### config.mk
export PLATFORM = sky130hd
export DESIGN_NAME = torus_turn_node
export DESIGN_NICKNAME = d
export VERILOG_FILES = /design/src/rtl/torus_node_pkg.sv /design/src/rtl/route_decode.sv /design/src/rtl/turn_fifo.sv /design/src/rtl/south_arb.sv /design/src/rtl/torus_turn_node.sv
export SDC_FILE = /design/constraint.sdc
export NUM_CORES = 1
export LEC_CHECK = 0
export ABC_AREA = 1
export BUFFER_PORTS_ARGS = -buffer_cell sky130_fd_sc_hd__buf_4
export CAP_MARGIN = 15
export CORE_UTILIZATION = 35
export CTS_CLUSTER_DIAMETER = 80
export CTS_CLUSTER_SIZE = 16
export DETAILED_ROUTE_END_ITERATION = 7
export PLACE_DENSITY = 0.55
export SLEW_MARGIN = 25
export SYNTH_ARGS = -nofsm -noshare
export SYNTH_HDL_FRONTEND = slang
export SYNTH_SLANG_ARGS = --single-unit
### constraint.sdc
create_clock -name clk -period 3.1 [get_ports clk]
set_input_delay 0.31 -clock clk [delete_from_list [all_inputs] [get_ports clk]]
set_output_delay 0.31 -clock clk [all_outputs]
set_load 0.02 [all_outputs]
### src/rtl/torus_node_pkg.sv
package torus_node_pkg;

    // Where a packet goes inside one node
    typedef enum logic [2:0] {
        RT_IDLE    = 3'd0,
        RT_EAST    = 3'd1,
        RT_SOUTH   = 3'd2,
        RT_EXIT    = 3'd3,
        RT_TURN_DN = 3'd4,  // queue 0
        RT_TURN_UP = 3'd5   // queue 1
    } route_e;

endpackage

### src/rtl/route_decode.sv
module route_decode
    import torus_node_pkg::*;
#(
    parameter int X_W        = 3,
    parameter int Y_W        = 3,
    parameter int MY_X       = 0,
    parameter int MY_Y       = 0,
    parameter bit DUAL       = 1'b1,
    parameter bit FROM_NORTH = 1'b0
) (
    input  logic           vld_i,
    input  logic [X_W-1:0] dx_i,
    input  logic [Y_W-1:0] dy_i,
    output route_e         route_o
);

    localparam logic [X_W-1:0] NODE_X = X_W'(MY_X);
    localparam logic [Y_W-1:0] NODE_Y = Y_W'(MY_Y);

    always_comb begin
        route_o = RT_IDLE;
        if (vld_i) begin
            if (!FROM_NORTH && (dx_i != NODE_X)) begin
                route_o = RT_EAST;
            end else if (dy_i == NODE_Y) begin
                route_o = RT_EXIT;
            end else if (FROM_NORTH) begin
                route_o = RT_SOUTH;
            end else if (DUAL && (dy_i < NODE_Y)) begin
                route_o = RT_TURN_UP;
            end else begin
                route_o = RT_TURN_DN;
            end
        end
    end

endmodule

### src/rtl/turn_fifo.sv
module turn_fifo #(
    parameter int W     = 14,
    parameter int DEPTH = 16
) (
    input  logic         clk,
    input  logic         rst_n,
    input  logic         wr_i,
    input  logic [W-1:0] wdata_i,
    input  logic         rd_i,
    output logic [W-1:0] rdata_o,
    output logic         empty_o,
    output logic         full_o,
    output logic         ovf_o
);

    localparam int PTR_W = (DEPTH > 1) ? $clog2(DEPTH) : 1;
    localparam int CNT_W = $clog2(DEPTH + 1);
    localparam logic [PTR_W-1:0] LAST = PTR_W'(DEPTH - 1);
    localparam logic [CNT_W-1:0] FULL = CNT_W'(DEPTH);

    typedef struct packed {
        logic [DEPTH-1:0][W-1:0] mem;
        logic [PTR_W-1:0]        wp;
        logic [PTR_W-1:0]        rp;
        logic [CNT_W-1:0]        cnt;
        logic                    ovf;
    } fifo_s;

    fifo_s st_d, st_q;
    logic  do_rd, do_wr;

    assign rdata_o = st_q.mem[st_q.rp];
    assign empty_o = (st_q.cnt == '0);
    assign full_o  = (st_q.cnt == FULL);
    assign ovf_o   = st_q.ovf;

    always_comb begin
        st_d  = st_q;
        do_rd = rd_i && (st_q.cnt != '0);
        do_wr = wr_i && ((st_q.cnt != FULL) || do_rd);
        if (wr_i && !do_wr) begin
            st_d.ovf = 1'b1;
        end
        if (do_wr) begin
            st_d.mem[st_q.wp] = wdata_i;
            st_d.wp = (st_q.wp == LAST) ? '0 : st_q.wp + 1'b1;
        end
        if (do_rd) begin
            st_d.rp = (st_q.rp == LAST) ? '0 : st_q.rp + 1'b1;
        end
        if (do_wr && !do_rd) begin
            st_d.cnt = st_q.cnt + 1'b1;
        end else if (do_rd && !do_wr) begin
            st_d.cnt = st_q.cnt - 1'b1;
        end
    end

    always_ff @(posedge clk) begin
        if (!rst_n) begin
            st_q <= '0;
        end else begin
            st_q <= st_d;
        end
    end


    pop_nonempty_chk: assert property (@(posedge clk) disable iff (!rst_n)
        rd_i |-> !empty_o);


    cnt_step_chk: assert property (@(posedge clk) disable iff (!rst_n)
        (wr_i && !rd_i && !full_o) |=> (st_q.cnt == $past(st_q.cnt) + 1'b1));


    ovf_sticky_chk: assert property (@(posedge clk) disable iff (!rst_n)
        ovf_o |=> ovf_o);


    ovf_cause_chk: assert property (@(posedge clk) disable iff (!rst_n)
        (!ovf_o && !(wr_i && full_o)) |=> !ovf_o);

endmodule

### src/rtl/south_arb.sv
module south_arb #(
    parameter int NQ = 2
) (
    input  logic       clk,
    input  logic       rst_n,
    input  logic       busy_i,
    input  logic [1:0] req_i,
    output logic [1:0] gnt_o
);

    typedef struct packed {
        logic pref;  // 0: downhill queue first
    } arb_s;

    arb_s st_d, st_q;

    always_comb begin
        st_d  = st_q;
        gnt_o = 2'b00;
        if (!busy_i) begin
            if (NQ == 1) begin
                gnt_o[0] = req_i[0];
            end else if (req_i[st_q.pref]) begin
                gnt_o[st_q.pref] = 1'b1;
                st_d.pref = ~st_q.pref;
            end else if (req_i[~st_q.pref]) begin
                gnt_o[~st_q.pref] = 1'b1;
                st_d.pref = st_q.pref;
            end
        end
    end

    always_ff @(posedge clk) begin
        if (!rst_n) begin
            st_q <= '0;
        end else begin
            st_q <= st_d;
        end
    end


    ring_first_chk: assert property (@(posedge clk) disable iff (!rst_n)
        busy_i |-> (gnt_o == 2'b00));


    one_grant_chk: assert property (@(posedge clk) disable iff (!rst_n)
        $onehot0(gnt_o));


    rr_alternate_chk: assert property (@(posedge clk) disable iff (!rst_n)
        (gnt_o[0] && req_i[1]) |=> !gnt_o[0]);

endmodule

### src/rtl/torus_turn_node.sv
module torus_turn_node
    import torus_node_pkg::*;
#(
    parameter int X_W   = 3,
    parameter int Y_W   = 3,
    parameter int PL_W  = 8,
    parameter int MY_X  = 2,
    parameter int MY_Y  = 3,
    parameter int DEPTH = 16,
    parameter bit DUAL  = 1'b1,
    localparam int PKT_W = X_W + Y_W + PL_W
) (
    input  logic             clk,
    input  logic             rst_n,
    input  logic             w_vld_i,
    input  logic [PKT_W-1:0] w_pkt_i,
    input  logic             n_vld_i,
    input  logic [PKT_W-1:0] n_pkt_i,
    input  logic             inj_vld_i,
    input  logic [PKT_W-1:0] inj_pkt_i,
    output logic             inj_rdy_o,
    output logic             e_vld_o,
    output logic [PKT_W-1:0] e_pkt_o,
    output logic             s_vld_o,
    output logic [PKT_W-1:0] s_pkt_o,
    output logic             x_vld_o,
    output logic [PKT_W-1:0] x_pkt_o,
    output logic [1:0]       ovf_o
);

    localparam int NQ       = DUAL ? 2 : 1;
    localparam int BOUNCE_Q = DUAL ? 1 : 0;
    localparam logic [X_W-1:0] NODE_X = X_W'(MY_X);

    typedef struct packed {
        logic             ev;
        logic [PKT_W-1:0] ep;
        logic             sv;
        logic [PKT_W-1:0] sp;
        logic             xv;
        logic [PKT_W-1:0] xp;
    } out_s;

    out_s st_d, st_q;

    route_e w_rt, n_rt, i_rt;

    logic [1:0]       q_wr;
    logic [PKT_W-1:0] q_wdata [2];
    logic [1:0]       q_pop;
    logic [PKT_W-1:0] q_head  [2];
    logic [1:0]       q_empty;
    logic [1:0]       q_full;
    logic [1:0]       q_ovf;
    logic [1:0]       arb_gnt;
    logic             n_south;
    logic             inj_rdy;

    route_decode #(.X_W(X_W), .Y_W(Y_W), .MY_X(MY_X), .MY_Y(MY_Y),
                   .DUAL(DUAL), .FROM_NORTH(1'b0)) u_dec_w (
        .vld_i  (w_vld_i),
        .dx_i   (w_pkt_i[X_W-1:0]),
        .dy_i   (w_pkt_i[X_W +: Y_W]),
        .route_o(w_rt)
    );

    route_decode #(.X_W(X_W), .Y_W(Y_W), .MY_X(MY_X), .MY_Y(MY_Y),
                   .DUAL(DUAL), .FROM_NORTH(1'b1)) u_dec_n (
        .vld_i  (n_vld_i),
        .dx_i   (n_pkt_i[X_W-1:0]),
        .dy_i   (n_pkt_i[X_W +: Y_W]),
        .route_o(n_rt)
    );

    route_decode #(.X_W(X_W), .Y_W(Y_W), .MY_X(MY_X), .MY_Y(MY_Y),
                   .DUAL(DUAL), .FROM_NORTH(1'b0)) u_dec_i (
        .vld_i  (1'b1),
        .dx_i   (inj_pkt_i[X_W-1:0]),
        .dy_i   (inj_pkt_i[X_W +: Y_W]),
        .route_o(i_rt)
    );

    for (genvar k = 0; k < 2; k++) begin : g_q
        if (k < NQ) begin : g_on
            turn_fifo #(.W(PKT_W), .DEPTH(DEPTH)) u_fifo (
                .clk    (clk),
                .rst_n  (rst_n),
                .wr_i   (q_wr[k]),
                .wdata_i(q_wdata[k]),
                .rd_i   (q_pop[k]),
                .rdata_o(q_head[k]),
                .empty_o(q_empty[k]),
                .full_o (q_full[k]),
                .ovf_o  (q_ovf[k])
            );
        end else begin : g_off
            assign q_head[k]  = '0;
            assign q_empty[k] = 1'b1;
            assign q_full[k]  = 1'b0;
            assign q_ovf[k]   = 1'b0;
        end
    end

    south_arb #(.NQ(NQ)) u_arb (
        .clk   (clk),
        .rst_n (rst_n),
        .busy_i(n_south),
        .req_i (~q_empty),
        .gnt_o (arb_gnt)
    );

    assign n_south = (n_rt == RT_SOUTH);
    assign q_pop   = arb_gnt;

    always_comb begin
        logic       n_exit;
        logic       w_exit;
        logic [1:0] w_q;
        logic       fire;

        st_d       = '0;
        q_wr       = 2'b00;
        q_wdata[0] = '0;
        q_wdata[1] = '0;
        w_q        = 2'b00;

        n_exit = (n_rt == RT_EXIT);
        w_exit = (w_rt == RT_EXIT);

        // West packets bound for a queue, including exit collisions
        if (w_rt == RT_TURN_DN) w_q[0] = 1'b1;
        if (w_rt == RT_TURN_UP) w_q[1] = 1'b1;
        if (w_exit && n_exit)   w_q[BOUNCE_Q] = 1'b1;

        // Injection readiness
        unique case (i_rt)
            RT_EAST:    inj_rdy = (w_rt != RT_EAST);
            RT_EXIT:    inj_rdy = !n_exit && !w_exit;
            RT_TURN_DN: inj_rdy = !w_q[0] && !q_full[0];
            RT_TURN_UP: inj_rdy = !w_q[1] && !q_full[1];
            default:    inj_rdy = 1'b0;
        endcase
        fire = inj_vld_i && inj_rdy;

        // East output
        if (w_rt == RT_EAST) begin
            st_d.ev = 1'b1;
            st_d.ep = w_pkt_i;
        end else if (fire && (i_rt == RT_EAST)) begin
            st_d.ev = 1'b1;
            st_d.ep = inj_pkt_i;
        end

        // Exit output
        if (n_exit) begin
            st_d.xv = 1'b1;
            st_d.xp = n_pkt_i;
        end else if (w_exit) begin
            st_d.xv = 1'b1;
            st_d.xp = w_pkt_i;
        end else if (fire && (i_rt == RT_EXIT)) begin
            st_d.xv = 1'b1;
            st_d.xp = inj_pkt_i;
        end

        // Queue writes
        for (int k = 0; k < 2; k++) begin
            if (w_q[k]) begin
                q_wr[k]    = 1'b1;
                q_wdata[k] = w_pkt_i;
            end
        end
        if (fire && (i_rt == RT_TURN_DN)) begin
            q_wr[0]    = 1'b1;
            q_wdata[0] = inj_pkt_i;
        end
        if (fire && (i_rt == RT_TURN_UP)) begin
            q_wr[1]    = 1'b1;
            q_wdata[1] = inj_pkt_i;
        end

        // South output: ring first, then queue grant
        if (n_south) begin
            st_d.sv = 1'b1;
            st_d.sp = n_pkt_i;
        end else if (arb_gnt[0]) begin
            st_d.sv = 1'b1;
            st_d.sp = q_head[0];
        end else if (arb_gnt[1]) begin
            st_d.sv = 1'b1;
            st_d.sp = q_head[1];
        end
    end

    always_ff @(posedge clk) begin
        if (!rst_n) begin
            st_q <= '0;
        end else begin
            st_q <= st_d;
        end
    end

    assign inj_rdy_o = inj_rdy;
    assign e_vld_o   = st_q.ev;
    assign e_pkt_o   = st_q.ep;
    assign s_vld_o   = st_q.sv;
    assign s_pkt_o   = st_q.sp;
    assign x_vld_o   = st_q.xv;
    assign x_pkt_o   = st_q.xp;
    assign ovf_o     = q_ovf;


    west_pass_chk: assert property (@(posedge clk) disable iff (!rst_n)
        (w_vld_i && (w_pkt_i[X_W-1:0] != NODE_X))
        |=> (e_vld_o && (e_pkt_o == $past(w_pkt_i))));


    north_kept_chk: assert property (@(posedge clk) disable iff (!rst_n)
        n_vld_i |=> (s_vld_o || x_vld_o));


    inj_east_chk: assert property (@(posedge clk) disable iff (!rst_n)
        (inj_vld_i && inj_rdy_o && (inj_pkt_i[X_W-1:0] != NODE_X))
        |=> (e_vld_o && (e_pkt_o == $past(inj_pkt_i))));


    idle_zero_chk: assert property (@(posedge clk) disable iff (!rst_n)
        (!e_vld_o || 1'b1) && (e_vld_o || (e_pkt_o == '0)));

endmodule

== After elaboration in Yosys (flattened, before gate mapping) ==
Index checks and enable logic that the tools add are counted.
Word-level totals
  logic and storage cells: 194
  output and inout port bits: 48
  register bits after elaboration: 522
  input bits: 47
Cells by class
  mux-type cells: 58
  $lt $le $gt $ge: 12
  add/sub/neg operators: 8
  bitwise gates (word level): 3
  reduce and logical (&&, ||, !) cells: 42
  equal/unequal tests: 24
Operator list (count)
  224-bit bitwise mux: 2
  15-bit two-way mux: 8
  14-bit binary-select mux with 4-bit select: 2
  14-bit demux with 4-bit select: 2
  14-bit two-way mux: 8
  1-bit logical AND: 23
  3-bit by 2-bit == test with 1-bit output (second input constant): 7
  4-bit by 5-bit < comparator with 1-bit output (second input constant): 4
  5-bit two-way mux: 4
  4-bit by 1-bit adder with 4-bit output (second input constant): 4
  4-bit == test (second input constant): 4
  1-bit two-way mux: 16
  4-bit two-way mux: 4
  3-bit two-way mux: 5
  3-bit == test (second input constant): 4
  5-bit by 1-bit adder with 5-bit output (second input constant): 2
  5-bit == test (second input constant): 2
  1-bit zero test: 10
  5-bit zero test: 2
  5-bit inequality test (second input constant): 2
  5-bit nonzero test: 2
  5-bit by 1-bit subtractor with 5-bit output (second input constant): 2
  4-bit by 1-bit >= comparator with 1-bit output (second input constant): 2
  2-bit two-way mux: 4
  13 further kinds: 22

== Depth between registers and ports, before layout ==
Gate-level depths: netlist of the first run.
  word-level depth: 19
  mapped depth: 21

== By module ==
A second synthesis of the first run with hierarchy kept.
Second synthesis, totals
  cell total of the unflattened synthesis: 4415
  area, all modules: 27436.3 um^2
By module, submodules not included
  turn_fifo: seq. area each 4764.6 um^2, instances 2, cells each 2012, area each 12415.7 um^2
  torus_turn_node: seq. area each 900.9 um^2, instances 1, cells each 349, area each 2387.3 um^2
  route_decode (u_dec_i ...): seq. area each 0.0 um^2, instances 2, cells each 12, area each 55.1 um^2
  south_arb: seq. area each 20.0 um^2, instances 1, cells each 11, area each 71.3 um^2
  route_decode (u_dec_n): seq. area each 0.0 um^2, instances 1, cells each 7, area each 36.3 um^2

== Worst setup path before layout of the first run ==
OpenSTA, ideal clock, no wires.
  kind: register to register
  from: register g_q[1].g_on.u_fifo.st_q[2] (netlist name)
  to: register g_q[0].g_on.u_fifo.st_q[5] (netlist name)
  path buffers: 2
  setup slack: 28 ps
  clock period less this slack: 3072 ps
  arrival time: 2953 ps
  stages on the path, launching flop included: 22
  required time: 2981 ps
  path through: dfxtp_1 nor2_1 nand3_1 nand2_1 nand2_1 nor2_4 inv_2 nand2_2 inv_2 a21oi_4 buf_6 buf_2 ha_1 inv_1 fa_1 a21o_1 a21oi_1 nor2_1 nor2_1 nand2_1 o21ai_0 a21oi_1
On the way
  cells in the longest elaborated chain, start to end: 13
  elaborated cells between the ends (all ways): 25
  those cells by class: 1 x eq/ne; 10 x mux; 1 x bitwise; 13 x reduce/logical
RTL lines
  from (decl): line turn_fifo.sv:29  | fifo_s st_d, st_q;
  from (signal assigned): line turn_fifo.sv:62  | st_q <= st_d;
  5-bit zero test: line turn_fifo.sv:33  | assign empty_o = (st_q.cnt == '0);
  2-bit NOT: line torus_turn_node.sv:108  | .req_i (~q_empty),
  1-bit two-way mux (not written as such) (2 in series): line south_arb.sv:26  | end else if (req_i[~st_q.pref]) begin
  2-bit two-way mux: line south_arb.sv:26
  2-bit two-way mux: line south_arb.sv:23  | end else if (req_i[st_q.pref]) begin
  2-bit two-way mux: line south_arb.sv:20  | if (!busy_i) begin
  1-bit logical AND: line turn_fifo.sv:39  | do_rd = rd_i && (st_q.cnt != '0);
  1-bit logical OR: line turn_fifo.sv:40  | do_wr = wr_i && ((st_q.cnt != FULL) || do_rd);
  1-bit logical AND *: line turn_fifo.sv:40
  named net g_q[0].g_on.u_fifo.do_wr: line turn_fifo.sv:30  | logic do_rd, do_wr;
  1-bit zero test: line turn_fifo.sv:53  | end else if (do_rd && !do_wr) begin
  1-bit logical AND: line turn_fifo.sv:53
  2-bit nonzero test (no source line)
  to (signal assigned): line turn_fifo.sv:62
  to (decl): line turn_fifo.sv:29
The timed path passes the listed nets; every way through them passes the cells marked *. The select of a mux whose other input is x is not followed.
A chain may end at the register's enable or synchronous reset.

== Worst setup path after layout of the first run ==
  from: input inj_pkt_i[0]
  to: register g_q[0].g_on.u_fifo.st_q[5] (netlist name)
On the way
  cells in the longest elaborated chain, start to end: 11
  elaborated cells between the ends (all ways): 16
  those cells by class: 5 x eq/ne; 4 x mux; 7 x reduce/logical
RTL lines
  from (decl): line torus_turn_node.sv:20  | input logic [PKT_W-1:0] inj_pkt_i,
  3-bit by 2-bit inequality test with 1-bit output *: line route_decode.sv:23  | if (!FROM_NORTH && (dx_i != NODE_X)) begin
  3-bit two-way mux *: line route_decode.sv:23
  3-bit == test, or another cell as far along: line torus_turn_node.sv:136  | unique case (i_rt)
  1-bit one-hot mux with 4 select lines: line torus_turn_node.sv:136
  1-bit logical AND: line torus_turn_node.sv:143  | fire = inj_vld_i && inj_rdy;
  1-bit logical AND *: line torus_turn_node.sv:173  | if (fire && (i_rt == RT_TURN_DN)) begin
  1-bit two-way mux *: line torus_turn_node.sv:173
  1-bit logical AND *: line turn_fifo.sv:40
  1-bit zero test: line turn_fifo.sv:53
  1-bit logical AND: line turn_fifo.sv:53
  2-bit nonzero test (no source line)
Mark *: on every way between the ends. The rest lies on a longest branch, timed or not.

==> results.md, run 1 <==
- Status: completed
- Clock Pin Slew Worst Setup and Hold Paths: ~0.070 ns
- Root buf cell: clkbuf_16
- Synth Warn #: 0
- P_int: about 0.011 W
- Worst-path fanout max: 5
- Post-Synthesis Cell Area: around 24000 µm²
- Switching power: 0.006513 W
- Core Area: a little under 70000 µm²
- Final worst-path cycle share: 0.9390
- Initial Util: 0.3555
- Share of power burned in combinational logic: 0.305
- CP Launch Point: inj_pkt_i[0]
- Final Max Tran Viols: 0
- Cells after synthesis: around 3600
- Pre-antenna DRT Iters: 5
- Setup CP Type: in -> reg
- Longest Clk Path Bufs: 3
- CTS sink cnt: between 500 and 600
- Class of the worst hold path: in -> reg
- Largest net degree at the start of global routing: 111
- Antenna Cells: 0
- Row Count: 95
- Avg Cell Area, Syn: roughly 6.7 µm²
- DRC: 0
- Worst Max-Slew Pin Slew: approximately 1 ns
- Vias: 22151
- Slowest cell on the critical path: dlygate4sd3_1
- Total GRT Usage: 0.2190
- Final nets: roughly 3700
- Wire per inst: ~17 µm
- Commonest non-fill, non-tap cell in the layout: nand2_1
- Rel. slew slack: 0.3447
- Critical path's largest stage delay: around 0.54 ns
- Maximum vdd drop: around 0.46 mV
- CTS tree: yes
- Post-synthesis net count: between 3000 and 4000
- Clock power share: 0.299
- Vias in the first global route: 20019
- First-pass GRT wire length: about 120000 µm
- Final Critical Period: around 2.9 ns
- Die ar.: between 60000 and 70000 µm²
- Max cap viols: 0
- Leak Pwr: 12.06 nW
- CP Launch Type: primary input
- Final setup margin: 0.1890 ns
- Design Area, Final: around 27000 µm²
- I/O pin cnt: 95
- Crit. End Element: register
- Setup-failing EPs final: 0
- Ratio of cells with drive above 1 in the final layout: 0.08787
- Synth Register Bits: between 500 and 600
- Final wirelength: 77740 µm
- Startpoint of the worst-slack reg-to-reg timing path: g_q[1].g_on.u_fifo.st_q[2]$_SDFFE_PN0P_
- Total CTS buffers: 41
- Drt via density: a little under 5
- Antenna viol nets, final: 0
- Setup WS pre-CTS: 0.1121 ns
- Routability cong.: between 0.9 and 1
- Reg power frac: 0.396
- CP bufs+invs: 3
- Die width: ~260 µm
- Worst-path cell chain: dlygate4sd3_1 -> buf_4 -> nor2_2 -> nand2_2 -> nor2_2 -> nand3_1 -> nand4_4 -> nand3_2 -> a21oi_4 -> ha_1 -> inv_1 -> fa_1 -> a21o_1 -> a21oi_2 -> nor2_1 -> nor2_1 -> nand2_1 -> o21ai_0 -> a21oi_1
- Switching share of power: 0.3652
- I/O Buffers: 94
- Power density over the cells: roughly 660 nW/µm²
- Critical Path AT: around 3.4 ns
- GRT overflow: 0
- Max Clock Skew: around 0.032 ns
- WP data required: approximately 3.6 ns
- Initial antenna violation count: 1
- DPL Wire Length: between 40000 and 50000 µm
- Placed cell area: about 26000 µm²
- Yosys cell types: 39
- Max Fclk: 0.3435 GHz
- Most frequent cells in the layout: 901 x nand2_1, 541 x nor2_1, 518 x dfxtp_1
- Final Hold Viols: 0
- Clock latency on the worst-skew pair: around 0.60 ns
- Setup TNS: 0 ns
- H-tree levels: 2
- Min Hold Slack: between 0.03 and 0.04 ns
- Area grow syn2layout: 13.21%
- Sequential share of the synthesized area: 0.4361
- 1st-iter DRT viols: between 1500 and 2000
- HP Start: n_pkt_i[11]
- DIE HEIGHT: 263.7 µm
- Post-Route Utilization: 0.4025
- Unrepaired setup endpoints after global routing: no
- CP top delay family: simple AND/OR/NAND/NOR gates
-- registers in the layout, indices dropped and copies added (netlist names) --
signal and count:
g_q.g_on.u_fifo.st_q 474, e_pkt_o 14, s_pkt_o 14, x_pkt_o 14, g_q.g_on.u_fifo.ovf_o 2, e_vld_o 1, s_vld_o 1, u_arb.st_q 1
x_vld_o 1
-- cell usage after synthesis (all sizes together) --
cell	instances	area, µm²
clkinv	4	15.01
xor2	5	43.79
ha	18	225.2
o211ai	36	270.3
a22oi	4	30.03
nand3	229	1209
a21o	1	7.510
o22ai	12	75.07
xnor2	3	26.28
nor2	549	2106
nand2	916	3511
buf	89	496.7
o311ai	3	26.28
a211oi	3	22.52
o221ai	2	17.52
fa	2	40.04
o21a	6	45.04
a31oi	13	81.33
o21ai	223	1116
nand4	19	140.1
inv	351	1318
a21oi	399	2019
nor3	11	55.05
dfxtp	522	10450
conb	1	3.750
clkbuf	163	611.8
-- worst register-to-register path, stage by stage, from the launching register on --
cell and delay, ns:
dfxtp_1 0.34, nor2_1 0.14, nand2_1 0.06, nor2_1 0.18, nor2_1 0.08, nand2_1 0.11, nand4_4 0.17, nand3_2 0.14
a21oi_4 0.06, ha_1 0.22, inv_1 0.14, ha_1 0.30, a21o_1 0.22, a21oi_2 0.14, nor2_1 0.05, nor2_1 0.08
nand2_1 0.07, o21ai_0 0.14, a21oi_1 0.05
-- power by group through the flow --
stage	combinational, W	clock, W	sequential [W]
2_1_floorplan	0.00337	0	0.00718
3_3_place_gp	0.00542	0	0.00721
3_5_place_dp	0.00540	0	0.00721
4_1_cts	0.00544	0.00546	0.00705
5_1_grt	0.00597	0.00567	0.00708
6_report	0.00545	0.00533	0.00706
-- logic make-up after synthesis --
family                   synth area share
other                           0.0001565
AND/OR/NAND/NOR                    0.2930
flip-flops                         0.4361
AO/OA/AOI/OAI                      0.1549
adder cells (fa/ha/maj)           0.01107
buffers and inverters              0.1019
XOR/XNOR                         0.002924
-- layer usage --
layer,vias to the layer above,global-route usage,routed length [µm]
met5,-,0,0
met4,0,0.07065,2167
met3,103,0.02302,3714
met2,520,0.3539,35330
met1,10183,0.3044,36530
li1,11345,-,-
-- path summary, 6_finish.rpt --
kind	endpoint	slack, ns	cells past startpoint
max	g_q[0].g_on.u_fifo.st_q[5]$_SDFFE_PN0P_	0.19	19
min	x_pkt_o[11]$_SDFF_PN0_	0.03	3
max reg2reg	g_q[0].g_on.u_fifo.st_q[5]$_SDFFE_PN0P_	0.30	18
min reg2reg	g_q[0].g_on.u_fifo.st_q[196]$_SDFFE_PN0P_	0.44	2
-- area by class of cell --
class	instances	area, µm²
fill	7233	40270
multi-input combinational	2455	11070
sequential	522	10460
timing repair buffer	232	1928
inverter	355	1340
clock buffer	47	1112
tap	873	1092
clock inverter	8	118.9
-- through the flow --
stage / instances / total power [W]
finish: 4492 / 0.01783
global route: 4492 / 0.01873
CTS: 4491 / 0.01796
detailed placement: 4414 / 0.01261
global placement: 4414 / 0.01263
floorplan: 3584 / 0.01055
-- timing repair --
action                                  CTS  global route
endpoints found under the hold margin    14             0
resized for setup                         0             1
endpoints found under the setup margin    0             1
buffers inserted                          0             1
hold buffers                             22             0
No activity file was read; power rests on OpenSTA's default activity.
==> run 2, diff against run 1 <==
SYNTH_HIERARCHICAL = 1   (was not set)
==> run 2 against run 1 <==
Net effect: total power is 11% lower; clock power is 4% lower; combinational power is 33% lower; count of clock-buffer cells in the layout is 2 higher; clock skew is 0.0073 ns higher; synthesized cell count is 23% higher; critical path depth is 3 higher; sequential share of layout area is 4.0 points lower; highest routed layer is now met5.
==> results.md, run 2 <==
- Die width: 282.0 µm (+7.0%)
- Worst-path fanout max: 4 (-1)
- Antenna viol nets, final: 0 (unchanged)
- Xor-xnor portion of the synthesized cell area: 0.002554 (-0.0003703)
- CP bufs+invs: 7 (+4)
- FF-to-FF path depth: 19 (+1)
- Initial antenna violation count: 5 (+4)
- Wire per inst: 15.18 µm (-12%)
- Mux cell area share after synthesis: 0 (unchanged)
- Simple-Gate Fraction of Synth Area: 0.3667 (+0.07367)
- Max Fclk: 0.3428 GHz (-0.20%)
- H-tree levels: 2 (unchanged)
- Slowest cell on the critical path: dlygate4sd3_1
- Flop-to-flop setup slack: 0.37 ns (+0.07 ns)
- Vias in the first global route: 22396 (+12%)
- Core Area: 77470 µm² (+15%)
- Worst R2R End: g_q[1].g_on.u_fifo/st_q[4]$_SDFFE_PN0P_
- Met1 WL: 39730 µm (+8.8%)
- Largest family of logic cells by synthesized area: simple AND/OR/NAND/NOR gates
- Yosys cell types: 38 (-2.6%)
- Leak Pwr: 16.13 nW (+34%)
- Rel. slew slack: 0.4132 (+0.06845)
- Unrepaired setup endpoints after global routing: yes
- Critical path's largest stage delay: 0.54 ns (about the same)
- Worst-path cell chain: dlygate4sd3_1 -> buf_4 -> inv_1 -> nand4_1 -> nor2_2 -> inv_1 -> nand3_1 -> or2_1 -> nand3_1 -> nand2_2 -> nand2_4 -> o21ai_2 -> nand2_1 -> inv_1 -> ha_4 -> inv_1 -> ha_1 -> a21oi_2 -> a21o_1 -> nand3_1 -> nand2_1 -> inv_1
- Crit. path cell count: 22 (+3)
- Max FFs per register: 474 (unchanged)
- Post-synth top area cell: dfxtp_1
- Area grow syn2layout: 10.36%
- Synth Register Bits: 522 (unchanged)
- Setup WS pre-CTS: 0.02448 ns (-0.08760 ns)
- Final Max Tran Viols: 0 (unchanged)
- Met3 wire length: 3312 µm (-11%)
- Final nets: 4461 (+21%)
- Top post-synthesis cells by area: dfxtp_1 38%, nand2_1 18%, nor2_1 13%, inv_1 7.9%, o211ai_1 4.6%
- Post-synth ARST share: 0 (unchanged)
- Final setup margin: 0.1831 ns (-0.005878 ns)
- Largest reg by FF count: g_q.g_on.u_fifo/st_q
- Total CTS buffers: 40 (-2.4%)
- Count leader, synth: nand2_1
- Largest net degree at the start of global routing: 137 (+23%)
- Ratio of cells with drive above 1 in the final layout: 0.07741 (-0.01046)
- Sequential share of the synthesized area: 0.3809 (-0.05523)
- Setup CP Type: in -> reg
- Avg Cell Area, Syn: 6.214 µm² (-7.1%)
- Post-CTS Setup Inserts: 0 (unchanged)
- WP data required: 3.60 ns (+0.02 ns)
- Vias: 25020 (+13%)
- I/O pin cnt: 95 (unchanged)
- Status: completed
- CTS tree: yes
- Die ar.: 79510 µm² (+14%)
- CP Launch Type: primary input
- Pre-antenna DRT Iters: 5 (unchanged)
- CP top delay family: buffers and inverters
- 1st-iter DRT viols: 1831 (+4.2%)
- Total GRT Usage: 0.2058 (-0.01323)
- Clock latency on the worst-skew pair: 0.59 ns (about the same)
- Maximum vdd drop: 0.3747 mV (-19%)
- Adder-cell area share of the yosys netlist: 0.01058 (-0.0004898)
- Highest metal used: met5
- Commonest non-fill, non-tap cell in the layout: nand2_1
- DIE HEIGHT: 282.0 µm (+7.0%)
- GRT overflow: 0 (unchanged)
- Row Count: 102 (+7.4%)
- Synth Area in Compound Gates: 0.09919 (-0.05569)
- # fillers: 8472 (+17%)
- Class of the worst hold path: in -> reg
- CP Launch Point: w_pkt_i[0]
- Synth Warn #: 6 (+6)
- Drt via density: 4.594 (-6.8%)
- CTS sink cnt: 522 (unchanged)
- Cells after synthesis: 4415 (+23%)
- Setup-failing EPs final: 0 (unchanged)
- Startpoint of the worst-slack reg-to-reg timing path: g_q[0].g_on.u_fifo/st_q[4]$_SDFFE_PN0P_
- Synth Flop Type: dfxtp_1
- Top-area cell type share of the netlist area: 0.3809 (-0.05523)
- Critical Path AT: 3.41 ns (+0.02 ns)
- WL met2: 37190 µm (+5.2%)
- Clock Pin Slew Worst Setup and Hold Paths: 0.07 ns (about the same)
- Routability cong.: 0.8644 (-5.5%)
- Max cap viols: 0 (unchanged)
- CP dominant cell by count: inv_1
- Setup TNS: 0 ns (unchanged)
- Root buf cell: clkbuf_16
- Post-Synthesis Cell Area: 27440 µm² (+15%)
- Most frequent cells in the layout: 1345 x nand2_1, 970 x nor2_1, 581 x inv_1
- Max Clock Skew: 0.03907 ns (+0.007309 ns)
- Crit. End Element: register
- DPL Wire Length: 51600 µm (+4.0%)
- Longest Clk Path Bufs: 3 (unchanged)
- Post-Route Utilization: 0.3908 (-0.01164)
- Final Hold Viols: 0 (unchanged)
- Initial Util: 0.3542 (-0.001368)
- Final wirelength: 82660 µm (+6.3%)
- Power density over the cells: 523.3 nW/µm² (-20%)
- DRC: 0 (unchanged)
- Final worst-path cycle share: 0.9409 (+0.001896)
- Worst Setup EP: g_q[1].g_on.u_fifo/st_q[4]$_SDFFE_PN0P_
- Commonest cells in the netlist: 1345 x nand2_1, 973 x nor2_1, 581 x inv_1
- EDFF count, synth: 0 (unchanged)
- Worst Max-Slew Pin Slew: 0.8802 ns (-0.09906 ns)
- Final Critical Period: 2.917 ns (+0.005878 ns)
- First-pass GRT wire length: 128300 µm (+6.6%)
- I/O Buffers: 94 (unchanged)
==> run 2: cell type report <==
class / count / area, µm² / share of cell area
diodes: 1 / 2.502 / 0.00008265
clock buffers: 49 / 1107 / 0.03657
clock inverters: 6 / 58.81 / 0.001942
inverters: 589 / 2211 / 0.07302
multi-input cells: 3006 / 13230 / 0.4370
flip-flops and latches: 522 / 10470 / 0.3456
well taps: 1040 / 1301 / 0.04298
repair buffers: 233 / 1902 / 0.06281
==> run 2: worst min path at each step <==
| stage | to | from | slack [ns] | cells past startpoint |
|---|---|---|---|---|
| finish | e_pkt_o[11]$_SDFF_PN0_ | inj_pkt_i[11] | 0.04 | 3 |
| CTS | e_pkt_o[12]$_SDFF_PN0_ | inj_pkt_i[12] | 0.006 | 3 |
| global route | e_pkt_o[12]$_SDFF_PN0_ | inj_pkt_i[12] | 0.02 | 3 |
| floorplan | u_arb/st_q$_SDFFE_PN0P_ | rst_n | 0.43 | 2 |
| global placement | g_q[1].g_on.u_fifo/st_q[9]$_SDFFE_PN0P_ | g_q[1].g_on.u_fifo/st_q[9]$_SDFFE_PN0P_ | 0.49 | 2 |
| detailed placement | u_arb/st_q$_SDFFE_PN0P_ | u_arb/st_q$_SDFFE_PN0P_ | 0.49 | 2 |
==> run 2: power by group <==
part	total [W]	switching, W	internal, W
logic	0.00363	0.00237	0.00125
registers	0.00709	0.000260	0.00683
clock network	0.00513	0.00260	0.00253
==> run 2: worst reg2reg max path, stage by stage (launching register included) <==
cell      delay (ns)
dfxtp_1         0.45
nor2_2          0.09
nand2_1         0.08
nor2_1          0.05
nand3b_1        0.14
nor2_1          0.09
nor2_1          0.06
nand2_2         0.08
nand2_4         0.08
o21ai_2         0.18
nand2_1         0.11
inv_1           0.13
ha_4            0.18
inv_1           0.11
ha_1            0.35
a21oi_2         0.17
a21o_1          0.13
nand3_1         0.06
nand2_1         0.06
inv_1           0.03
==> run 2: metrics by stage <==
step           instance area (µm²)  hold slack, ns  instances  total power [W]
2_1_floorplan                27450          0.4315       4416         0.009580
3_3_place_gp                 28920          0.4885       5377          0.01080
3_5_place_dp                 28920          0.4870       5377          0.01079
4_1_cts                      30220        0.005561       5445          0.01597
5_1_grt                      30280         0.02141       5445          0.01665
6_report                     30280         0.03730       5446          0.01584
==> run 2: what timing repair did <==
item | 4_1_cts | 5_1_grt
endpoints found under the hold margin | 13 | 0
hold buffers | 13 | 0
endpoints found under the setup margin | 0 | 5
gates resized for setup | 0 | 9
==> run 2: kinds of logic after synthesis <==
| kind of cell | count (synthesis) |
|---|---|
| adder cells (fa/ha/maj) | 22 |
| buffers and inverters | 888 |
| AO/OA/AOI/OAI | 450 |
| AND/OR/NAND/NOR | 2523 |
| other | 2 |
| XOR/XNOR | 8 |
| flip-flops | 522 |
==> run 2: layer usage <==
metal / vias to the layer above / track usage
li1: 13265 / -
met4: 4 / 0.06591
met2: 430 / 0.3382
met5: - / 0
met3: 123 / 0.02544
met1: 11198 / 0.2783
